**config.mk**
```make
export PLATFORM = sky130hd
export DESIGN_NAME = dacw_bias_writer
export DESIGN_NICKNAME = d
export VERILOG_FILES = /design/src/rtl/dacw_pkg.sv /design/src/rtl/dacw_frame_seq.sv /design/src/rtl/dacw_gap_timer.sv /design/src/rtl/dacw_word_pack.sv /design/src/rtl/dacw_bias_writer.sv
export SDC_FILE = /design/constraint.sdc
export NUM_CORES = 1
export LEC_CHECK = 0
export BUFFER_PORTS_ARGS = -buffer_cell sky130_fd_sc_hd__buf_2
export CORE_ASPECT_RATIO = 0.9
export CORE_UTILIZATION = 55
export DETAILED_ROUTE_END_ITERATION = 16
export GPL_TIMING_DRIVEN = 0
export PLACE_DENSITY_LB_ADDON = 0.05
export SLEW_MARGIN = 5
export SYNTH_ARGS = -nofsm -noshare
export SYNTH_HDL_FRONTEND = slang
export SYNTH_HIERARCHICAL = 1
export SYNTH_SLANG_ARGS = --single-unit
export TNS_END_PERCENT = 30
```
**constraint.sdc**
```tcl
create_clock -name clk -period 3.8 [get_ports clk]
set_input_delay 0.38 -clock clk [delete_from_list [all_inputs] [get_ports clk]]
set_output_delay 0.38 -clock clk [all_outputs]
set_load 0.01 [all_outputs]
```
**src/rtl/dacw_pkg.sv**
```systemverilog
package dacw_pkg;

    localparam int WORD_W     = 8;
    localparam int ADDR_W     = 3;
    localparam int DATA_W     = WORD_W - ADDR_W;
    localparam int BASE_KEEP  = DATA_W - 2;
    localparam int FRAME_LEN  = 87;
    localparam int STEP_W     = $clog2(FRAME_LEN + 1);

    typedef enum logic [1:0] {
        ST_IDLE,
        ST_SEND,
        ST_GAP,
        ST_DONE
    } ctrl_state_t;

    typedef enum logic [1:0] {
        PH_OPEN,
        PH_BIT,
        PH_ACK,
        PH_CLOSE
    } frame_phase_t;

    localparam logic [7:0] FIRST_BYTE  = 8'h9C;
    localparam logic [7:0] SECOND_BYTE = 8'h00;

endpackage

```
**src/rtl/dacw_frame_seq.sv**
```systemverilog
module dacw_frame_seq
    import dacw_pkg::*;
(
    input  logic       clk,
    input  logic       rst_n,
    input  logic       load_i,
    input  logic       advance_i,
    input  logic [7:0] value_i,
    output logic       scl_o,
    output logic       sda_o,
    output logic       last_o
);

    frame_phase_t phase_q;
    logic [1:0]   sub_q;
    logic [1:0]   byte_q;
    logic [2:0]   bit_q;
    logic [7:0]   value_q;
    logic [7:0]   cur_byte;

    always_comb begin
        unique case (byte_q)
            2'd0:    cur_byte = FIRST_BYTE;
            2'd1:    cur_byte = SECOND_BYTE;
            default: cur_byte = value_q;
        endcase
    end

    always_ff @(posedge clk or negedge rst_n) begin
        if (!rst_n) begin
            phase_q <= PH_OPEN;
            sub_q   <= '0;
            byte_q  <= '0;
            bit_q   <= 3'd7;
            value_q <= '0;
        end else if (load_i) begin
            phase_q <= PH_OPEN;
            sub_q   <= '0;
            byte_q  <= '0;
            bit_q   <= 3'd7;
            value_q <= value_i;
        end else if (advance_i) begin
            if (sub_q != 2'd2) begin
                sub_q <= sub_q + 2'd1;
            end else begin
                sub_q <= '0;
                unique case (phase_q)
                    PH_OPEN: begin
                        phase_q <= PH_BIT;
                        bit_q   <= 3'd7;
                    end
                    PH_BIT: begin
                        if (bit_q == 3'd0) phase_q <= PH_ACK;
                        else               bit_q   <= bit_q - 3'd1;
                    end
                    PH_ACK: begin
                        if (byte_q == 2'd2) begin
                            phase_q <= PH_CLOSE;
                        end else begin
                            byte_q  <= byte_q + 2'd1;
                            bit_q   <= 3'd7;
                            phase_q <= PH_BIT;
                        end
                    end
                    PH_CLOSE: begin
                        phase_q <= PH_CLOSE;
                    end
                    default: phase_q <= PH_OPEN;
                endcase
            end
        end
    end

    always_comb begin
        scl_o = 1'b0;
        sda_o = 1'b0;
        unique case (phase_q)
            PH_OPEN: begin
                scl_o = (sub_q != 2'd2);
                sda_o = (sub_q == 2'd0);
            end
            PH_BIT: begin
                scl_o = (sub_q == 2'd1);
                sda_o = cur_byte[bit_q];
            end
            PH_ACK: begin
                scl_o = (sub_q == 2'd1);
                sda_o = 1'b0;
            end
            PH_CLOSE: begin
                scl_o = (sub_q != 2'd0);
                sda_o = (sub_q == 2'd2);
            end
            default: begin
                scl_o = 1'b0;
                sda_o = 1'b0;
            end
        endcase
    end

    assign last_o = (phase_q == PH_CLOSE) && (sub_q == 2'd2);

    // the opening condition is followed by the first byte's MSB
    p_open_to_msb_r3: assert property (@(posedge clk) disable iff (!rst_n)
        (advance_i && !load_i && phase_q == PH_OPEN && sub_q == 2'd2)
        |=> (phase_q == PH_BIT && bit_q == 3'd7 && byte_q == 2'd0));

    // every ack slot ends in either another byte or the closing condition
    p_ack_exit_r5: assert property (@(posedge clk) disable iff (!rst_n)
        (advance_i && !load_i && phase_q == PH_ACK && sub_q == 2'd2)
        |=> (phase_q == PH_BIT || phase_q == PH_CLOSE));

endmodule

```
**src/rtl/dacw_gap_timer.sv**
```systemverilog
module dacw_gap_timer #(
    parameter int GAP_CYCLES = 2500
) (
    input  logic clk,
    input  logic rst_n,
    input  logic load_i,
    output logic expired_o
);

    generate
        if (GAP_CYCLES == 0) begin : g_nogap
            assign expired_o = 1'b1;
        end else begin : g_gap
            localparam int CNT_W = (GAP_CYCLES > 1) ? $clog2(GAP_CYCLES) : 1;
            localparam logic [CNT_W-1:0] RELOAD = CNT_W'(GAP_CYCLES - 1);
            logic [CNT_W-1:0] cnt_q;

            always_ff @(posedge clk or negedge rst_n) begin
                if (!rst_n)              cnt_q <= '0;
                else if (load_i)         cnt_q <= RELOAD;
                else if (cnt_q != '0)    cnt_q <= cnt_q - 1'b1;
            end

            assign expired_o = (cnt_q == '0);
        end
    endgenerate

endmodule

```
**src/rtl/dacw_word_pack.sv**
```systemverilog
module dacw_word_pack
    import dacw_pkg::*;
#(
    parameter int REG_ADDR = 3
) (
    input  logic [DATA_W-1:0] base_i,
    input  logic              scl_i,
    input  logic              sda_i,
    output logic [WORD_W-1:0] word_o
);

    localparam logic [ADDR_W-1:0] ADDR = ADDR_W'(REG_ADDR);

    logic unused_low_bits;
    assign unused_low_bits = ^base_i[1:0];

    assign word_o = {ADDR, base_i[DATA_W-1:2], sda_i, scl_i};

endmodule

```
**src/rtl/dacw_bias_writer.sv**
```systemverilog
module dacw_bias_writer
    import dacw_pkg::*;
#(
    parameter int GAP_CYCLES = 2500,
    parameter int REG_ADDR   = 3
) (
    input  logic       clk,
    input  logic       rst_n,
    input  logic       start_i,
    input  logic [4:0] base_i,
    input  logic [7:0] value_i,
    input  logic       word_ready_i,
    output logic       word_valid_o,
    output logic [7:0] word_o,
    output logic       busy_o,
    output logic       done_o
);

    ctrl_state_t state_q, state_d;
    logic [DATA_W-1:0] base_q;
    logic accept, launch, scl, sda, last, gap_over;

    assign launch = (state_q == ST_IDLE) && start_i;
    assign accept = (state_q == ST_SEND) && word_ready_i;

    // state register
    always_ff @(posedge clk or negedge rst_n) begin
        if (!rst_n) begin
            state_q <= ST_IDLE;
            base_q  <= '0;
        end else begin
            state_q <= state_d;
            if (launch) base_q <= base_i;
        end
    end

    // next state
    always_comb begin
        state_d = state_q;
        unique case (state_q)
            ST_IDLE: if (start_i) state_d = ST_SEND;
            ST_SEND: begin
                if (accept) begin
                    if (last)                 state_d = ST_DONE;
                    else if (GAP_CYCLES != 0) state_d = ST_GAP;
                    else                      state_d = ST_SEND;
                end
            end
            ST_GAP:  if (gap_over) state_d = ST_SEND;
            ST_DONE: state_d = ST_IDLE;
            default: state_d = ST_IDLE;
        endcase
    end

    // outputs
    always_comb begin
        word_valid_o = 1'b0;
        busy_o       = 1'b0;
        done_o       = 1'b0;
        unique case (state_q)
            ST_IDLE: ;
            ST_SEND: begin
                word_valid_o = 1'b1;
                busy_o       = 1'b1;
            end
            ST_GAP:  busy_o = 1'b1;
            ST_DONE: done_o = 1'b1;
            default: ;
        endcase
    end

    dacw_frame_seq u_seq (
        .clk       (clk),
        .rst_n     (rst_n),
        .load_i    (launch),
        .advance_i (accept),
        .value_i   (value_i),
        .scl_o     (scl),
        .sda_o     (sda),
        .last_o    (last)
    );

    dacw_gap_timer #(.GAP_CYCLES(GAP_CYCLES)) u_gap (
        .clk       (clk),
        .rst_n     (rst_n),
        .load_i    (accept),
        .expired_o (gap_over)
    );

    dacw_word_pack #(.REG_ADDR(REG_ADDR)) u_pack (
        .base_i (base_q),
        .scl_i  (scl),
        .sda_i  (sda),
        .word_o (word_o)
    );

    // spacing monitor: cycles since the last accepted word, saturating
    localparam int MON_W = $clog2(GAP_CYCLES + 2) + 1;
    localparam logic [MON_W-1:0] MON_MAX = MON_W'(GAP_CYCLES + 1);
    logic [MON_W-1:0] since_acc_q;

    always_ff @(posedge clk or negedge rst_n) begin
        if (!rst_n)                   since_acc_q <= MON_MAX;
        else if (accept)              since_acc_q <= '0;
        else if (since_acc_q != MON_MAX) since_acc_q <= since_acc_q + 1'b1;
    end

    p_addr_field_r1: assert property (@(posedge clk) disable iff (!rst_n)
        word_valid_o |-> (word_o[7:5] == 3'(REG_ADDR)));

    p_spacing_r7: assert property (@(posedge clk) disable iff (!rst_n)
        accept |-> (since_acc_q >= MON_W'(GAP_CYCLES)));

    p_hold_r8: assert property (@(posedge clk) disable iff (!rst_n)
        (word_valid_o && !word_ready_i) |=> (word_valid_o && $stable(word_o)));

    p_done_pulse_r9: assert property (@(posedge clk) disable iff (!rst_n)
        done_o |=> (!done_o && !busy_o));

    p_ignore_start_r10: assert property (@(posedge clk) disable iff (!rst_n)
        (busy_o && start_i) |=> $stable(base_q));

endmodule

```
# [After elaboration in Yosys (flattened, before gate mapping)]
# Cells that the tools add are included.
[classes] add_sub_neg=4 magnitude_cmp=1 eq_ne=19 n_mux=35 reduce_logical=21
[op_table] op="$mux 2" n=16
[op_table] op="$mux 12" n=2
[op_table] op="$pmux 2 s4" n=2
[op_table] op="$pmux 8 s2" n=1
[op_table] op="$mux 3" n=5
[op_table] op="$eq 2x2->1 const B" n=6
[op_table] op="$logic_not 12->1" n=1
[op_table] op="$ne 2x2->1 const B" n=6
[op_table] op="$reduce_bool 12->1" n=1
[op_table] op="$sub 12x1->12 const B" n=1
[op_table] op="$pmux 3 s3" n=1
[op_table] op="$eq 2x1->1 const B" n=4
[op_table] op="$logic_not 2->1" n=4
[op_table] op="$reduce_bool 2->1" n=4
[op_table] op="$ne 3x3->1 const B" n=2
[op_table] op="$reduce_and 3->1" n=2
[op_table] op="$mux 1" n=5
[op_table] op="$reduce_and 5->1" n=1
[op_table] op="$add 2x1->2 const B" n=2
[op_table] op="$lt 3x4->1 const B" n=1
[op_table] op="$pmux 1 s4" n=1
[op_table] op="$reduce_and 4->1" n=1
[op_table] op="$reduce_bool 4->1" n=1
[op_table] op="$reduce_or 2->1" n=2
[op_table] op="6 further kinds" n=8
[totals] regBits=36 in_bits=17 word_cells=88

# [Longest topological paths before layout]
[depth] ltp_word=6 ltp_mapped=9 mapped_depth_nobuf=8

# [Modules after synthesis]
# The synthesis kept the hierarchy.
[modules_own_cells] module="dacw_frame_seq" n_inst=1 cells_each=103 area_each_um2=1044.8 seq_area_each_um2=429.2
[modules_own_cells] module="dacw_gap_timer" n_inst=1 cells_each=71 area_each_um2=686.9 seq_area_each_um2=300.3
[modules_own_cells] module="dacw_bias_writer" n_inst=1 cells_each=31 area_each_um2=389.1 seq_area_each_um2=175.2
[modules_own_cells] module="dacw_word_pack" n_inst=1 cells_each=10 area_each_um2=67.6 seq_area_each_um2=0.0

# [Worst setup path after synthesis]
# OpenSTA, ideal clock, no wires.
[synth_timing] path_kind="register to output" from="register u_seq.byte_q[1]" to="output port word_o[1]" arrival_time_ns=1.739 required_time_ns=3.420 setup_slack_ns=1.681 stages_incl_launch_ff=9 path_buffers=1 path_cell_list="dfrtp_1 -> inv_1 -> ha_1 -> nor2_1 -> nand2_1 -> mux4_2 -> and2_0 -> o22ai_1 -> buf_4"
[synth_between] elab_chain_cells=5 elab_cells_between_ends=6
[synth_rtl] element="from (decl)" line_no="dacw_frame_seq.sv:16" source="logic [1:0] byte_q;"
[synth_rtl] element="from (signal assigned)" line_no="dacw_frame_seq.sv:60" source="byte_q <= byte_q + 2'd1;"
[synth_rtl] element="$eq 2x1->1 or $logic_not 2->1 (tied branches)" line_no="dacw_frame_seq.sv:22" source="unique case (byte_q)"
[synth_rtl] element="$pmux 8 s2 *" line_no="dacw_frame_seq.sv:22"
[synth_rtl] element="$bmux 1 s3 *" line_no="dacw_frame_seq.sv:84" source="sda_o = cur_byte[bit_q];"
[synth_rtl] element="$mux 1 (implied by the code) *" line_no="dacw_frame_seq.sv:84"
[synth_rtl] element="$pmux 1 s4 *" line_no="dacw_frame_seq.sv:77" source="unique case (phase_q)"
[synth_rtl] element="to (decl)" line_no="dacw_bias_writer.sv:14" source="output logic [7:0] word_o,"
# Every way passes the cells marked *; elsewhere a longest branch is shown, timed or not. The select of a mux whose other input is x is not followed.

# [Worst setup path in the final report]
# Same ends and word-level chain as after synthesis.

==> key figures <==
Timing
  • Final TNS setup: 0 ns
  • Fmax: 0.365 GHz
  • Period minus WS final: 2.74 ns
  • Period Utilization, post-route: 72.2%
  • Final Hold Viols: 0
  • Rel. slew slack: 49.5%
  • Final setup viols: 0
  • Final Skew: 0.00667 ns
  • Final Max Slew Viols: 0
  • Worst-Margin Slew: 0.757 ns
  • RSZ-0062 raised after global routing: false

Detailed routing
  • DR DRC count: 0
  • Met1 Wirelength: 1830 um
  • Routed WL: 3800 um
  • Met3 WL: 173 um
  • Vias: 1535
  • DR iter-0 viols: 43
  • Antenna Nets Post-Route: 0
  • Vias per cell: 5.33
  • Routed wl met2: 1770 um
  • Highest Signal Layer: met4
  • DRT Pass-1 Iters: 4
  • WL/cell: 13.2 um

Layout
  • N_diodes: 0
  • Fillers: 310
  • Layout cell share with drive strength beyond 1: 28.5%
  • Area added between synthesis and finish: 13.5%
  • Fin nets: 273
  • Design area: 2400 sq um

Global routing
  • Number of global-route vias before repair: 1490
  • Largest net degree at the start of global routing: 35
  • First-pass GRT wire length: 6910 um
  • Antenna violations before repair: 0
  • Grt ovf: 0
  • Total track usage: 22.8%

Critical path
  • Critical path launch point type: register
  • CP Class: register to output port
  • FF-to-FF End: u_seq/value_q[6]$_DFFE_PN0P_
  • Worst EP arrival: 2.36 ns
  • Worst EP required: 3.42 ns
  • Critical Path End Type: output port
  • Reg2Reg Launch Point: state_q[0]$_DFFE_PN0P_
  • Crit-path max FO: 8
  • Cells on worst reg2reg path: 7
  • R2R setup slack: 1.60 ns

Clock tree
  • Clock Root Buffer: clkbuf_8
  • TritonCTS Buffers: 5
  • TritonCTS clock tree: yes
  • H-Tree Depth: 2
  • Clk sink count: 34
  • Post-CTS setup buffer count: 0
  • Clock-pin slew on the worst setup and hold paths: 0.07 ns
  • CTS resizes: 0
  • Skew-Pair Late Insertion Delay: 0.29 ns
  • CTS Hold Bufs: 0
  • Max clock buf depth: 2

Pwr
  • Static leakage: 1.13 nW
  • PD cells: 297 nW/um^2
  • VDD IR-drop max: 0.000241 V

Die
  • Row cnt: 21
  • Initial Util: 57.1%
  • Core area: 3700 sq um
  • Die Footprint: 4100 sq um
  • Die X: 67.4 um
  • Ports: 28
  • Die Ht: 60.8 um

Place
  • I/O Buffers: 22
  • DPL Wire Length: 2890 um
  • DP Area: 2290 sq um
  • GP Congestion: 0.803

Synthesis
  • Mapped Cells: 211
  • Synthesis Warnings: 6
  • Post-synthesis instance area: 2120 sq um
  • Syn Area/Cell: 10.0 sq um

Run
  • Max cap viols: 0

Min path
  • Type of the most critical hold path: input pin to async pin

Run status
  • Status: complete, no violations
## area by class of cell
cell class / instances / area, sq um / share of cell area [%]
Inverter: 14 / 52.6 / 2.19
Buffer: 16 / 101 / 4.22
Sequential cell: 34 / 855 / 35.6
Timing Repair Buffer: 22 / 110 / 4.59
Clock buffer: 5 / 68.8 / 2.87
Multi-Input combinational cell: 148 / 1110 / 46.3
Clock inverter: 3 / 45.0 / 1.88
Tap cell: 46 / 57.6 / 2.40
## report_power, final
part | internal [mW] | switching, mW
combinational | 0.00805 | 0.0111
clock | 0.195 | 0.136
sequential | 0.362 | 0
total | 0.565 | 0.148
## worst max-delay path, stage by stage (launching register included)
cell and delay, ns:
dfrtp_1 0.48, inv_1 0.11, ha_1 0.22, nor2_1 0.16, nand2_1 0.06, mux4_2 0.45
and2_0 0.16, o22ai_1 0.18, buf_4 0.13, buf_2 0.11
## layout by cell type, fill, tap and decap left out, drive strengths merged, types with 3 or more instances in the layout
cell,instances
nor2,18
nor4,5
clkbuf,8
ha,15
inv,14
a21oi,13
nand3,4
nor3b,4
nand2,13
o21ai,5
and3b,3
conb,3
mux2i,5
o22ai,4
dfrtp,31
nor3,3
buf,35
or3,5
mux2,12
nand2b,7
dfstp,3
## per-stage QoR
step	power, mW	util [%]	setup slack (ns)	hold WS (ns)	std cells
after detailed placement	0.389	61.7	1.36	0.499	280
after floorplan	0.374	-	1.68	0.0844	212
after CTS	0.725	64.8	1.03	0.185	288
after global placement	0.388	61.7	1.46	0.475	280
final	0.712	64.8	1.06	0.158	288
after global routing	0.744	64.8	0.867	0.219	288
## worst max path at each step
| stage | start | slack [ns] | depth (start not counted) | endpoint |
|---|---|---|---|---|
| 6_report | u_seq/byte_q[1]$_DFFE_PN0P_ | 1.06 | 9 | word_o[1] |
| 5_1_grt | u_seq/byte_q[1]$_DFFE_PN0P_ | 0.87 | 9 | word_o[1] |
| 4_1_cts | u_seq/byte_q[1]$_DFFE_PN0P_ | 1.03 | 9 | word_o[1] |
| 3_5_place_dp | u_seq/byte_q[1]$_DFFE_PN0P_ | 1.36 | 9 | word_o[1] |
| 3_3_place_gp | u_seq/byte_q[1]$_DFFE_PN0P_ | 1.46 | 9 | word_o[1] |
| 2_1_floorplan | u_seq/byte_q[1]$_DFFE_PN0P_ | 1.68 | 8 | word_o[1] |
## flip-flops by register name (all words and copies together), names as in the netlist
register,flops
state_q,2
u_seq/byte_q,2
u_seq/bit_q,3
u_gap/g_gap.cnt_q,12
u_seq/sub_q,2
base_q,3
u_seq/value_q,8
u_seq/phase_q,2
## routing by layer
metal / GRT usage, % / vias up
li1: - / 786
met1: 30.4 / 706
met2: 36.4 / 39
met3: 6.39 / 4
met4: 6.69 / 0
met5: 0 / -
No activity file was read; power rests on OpenSTA's default activity.
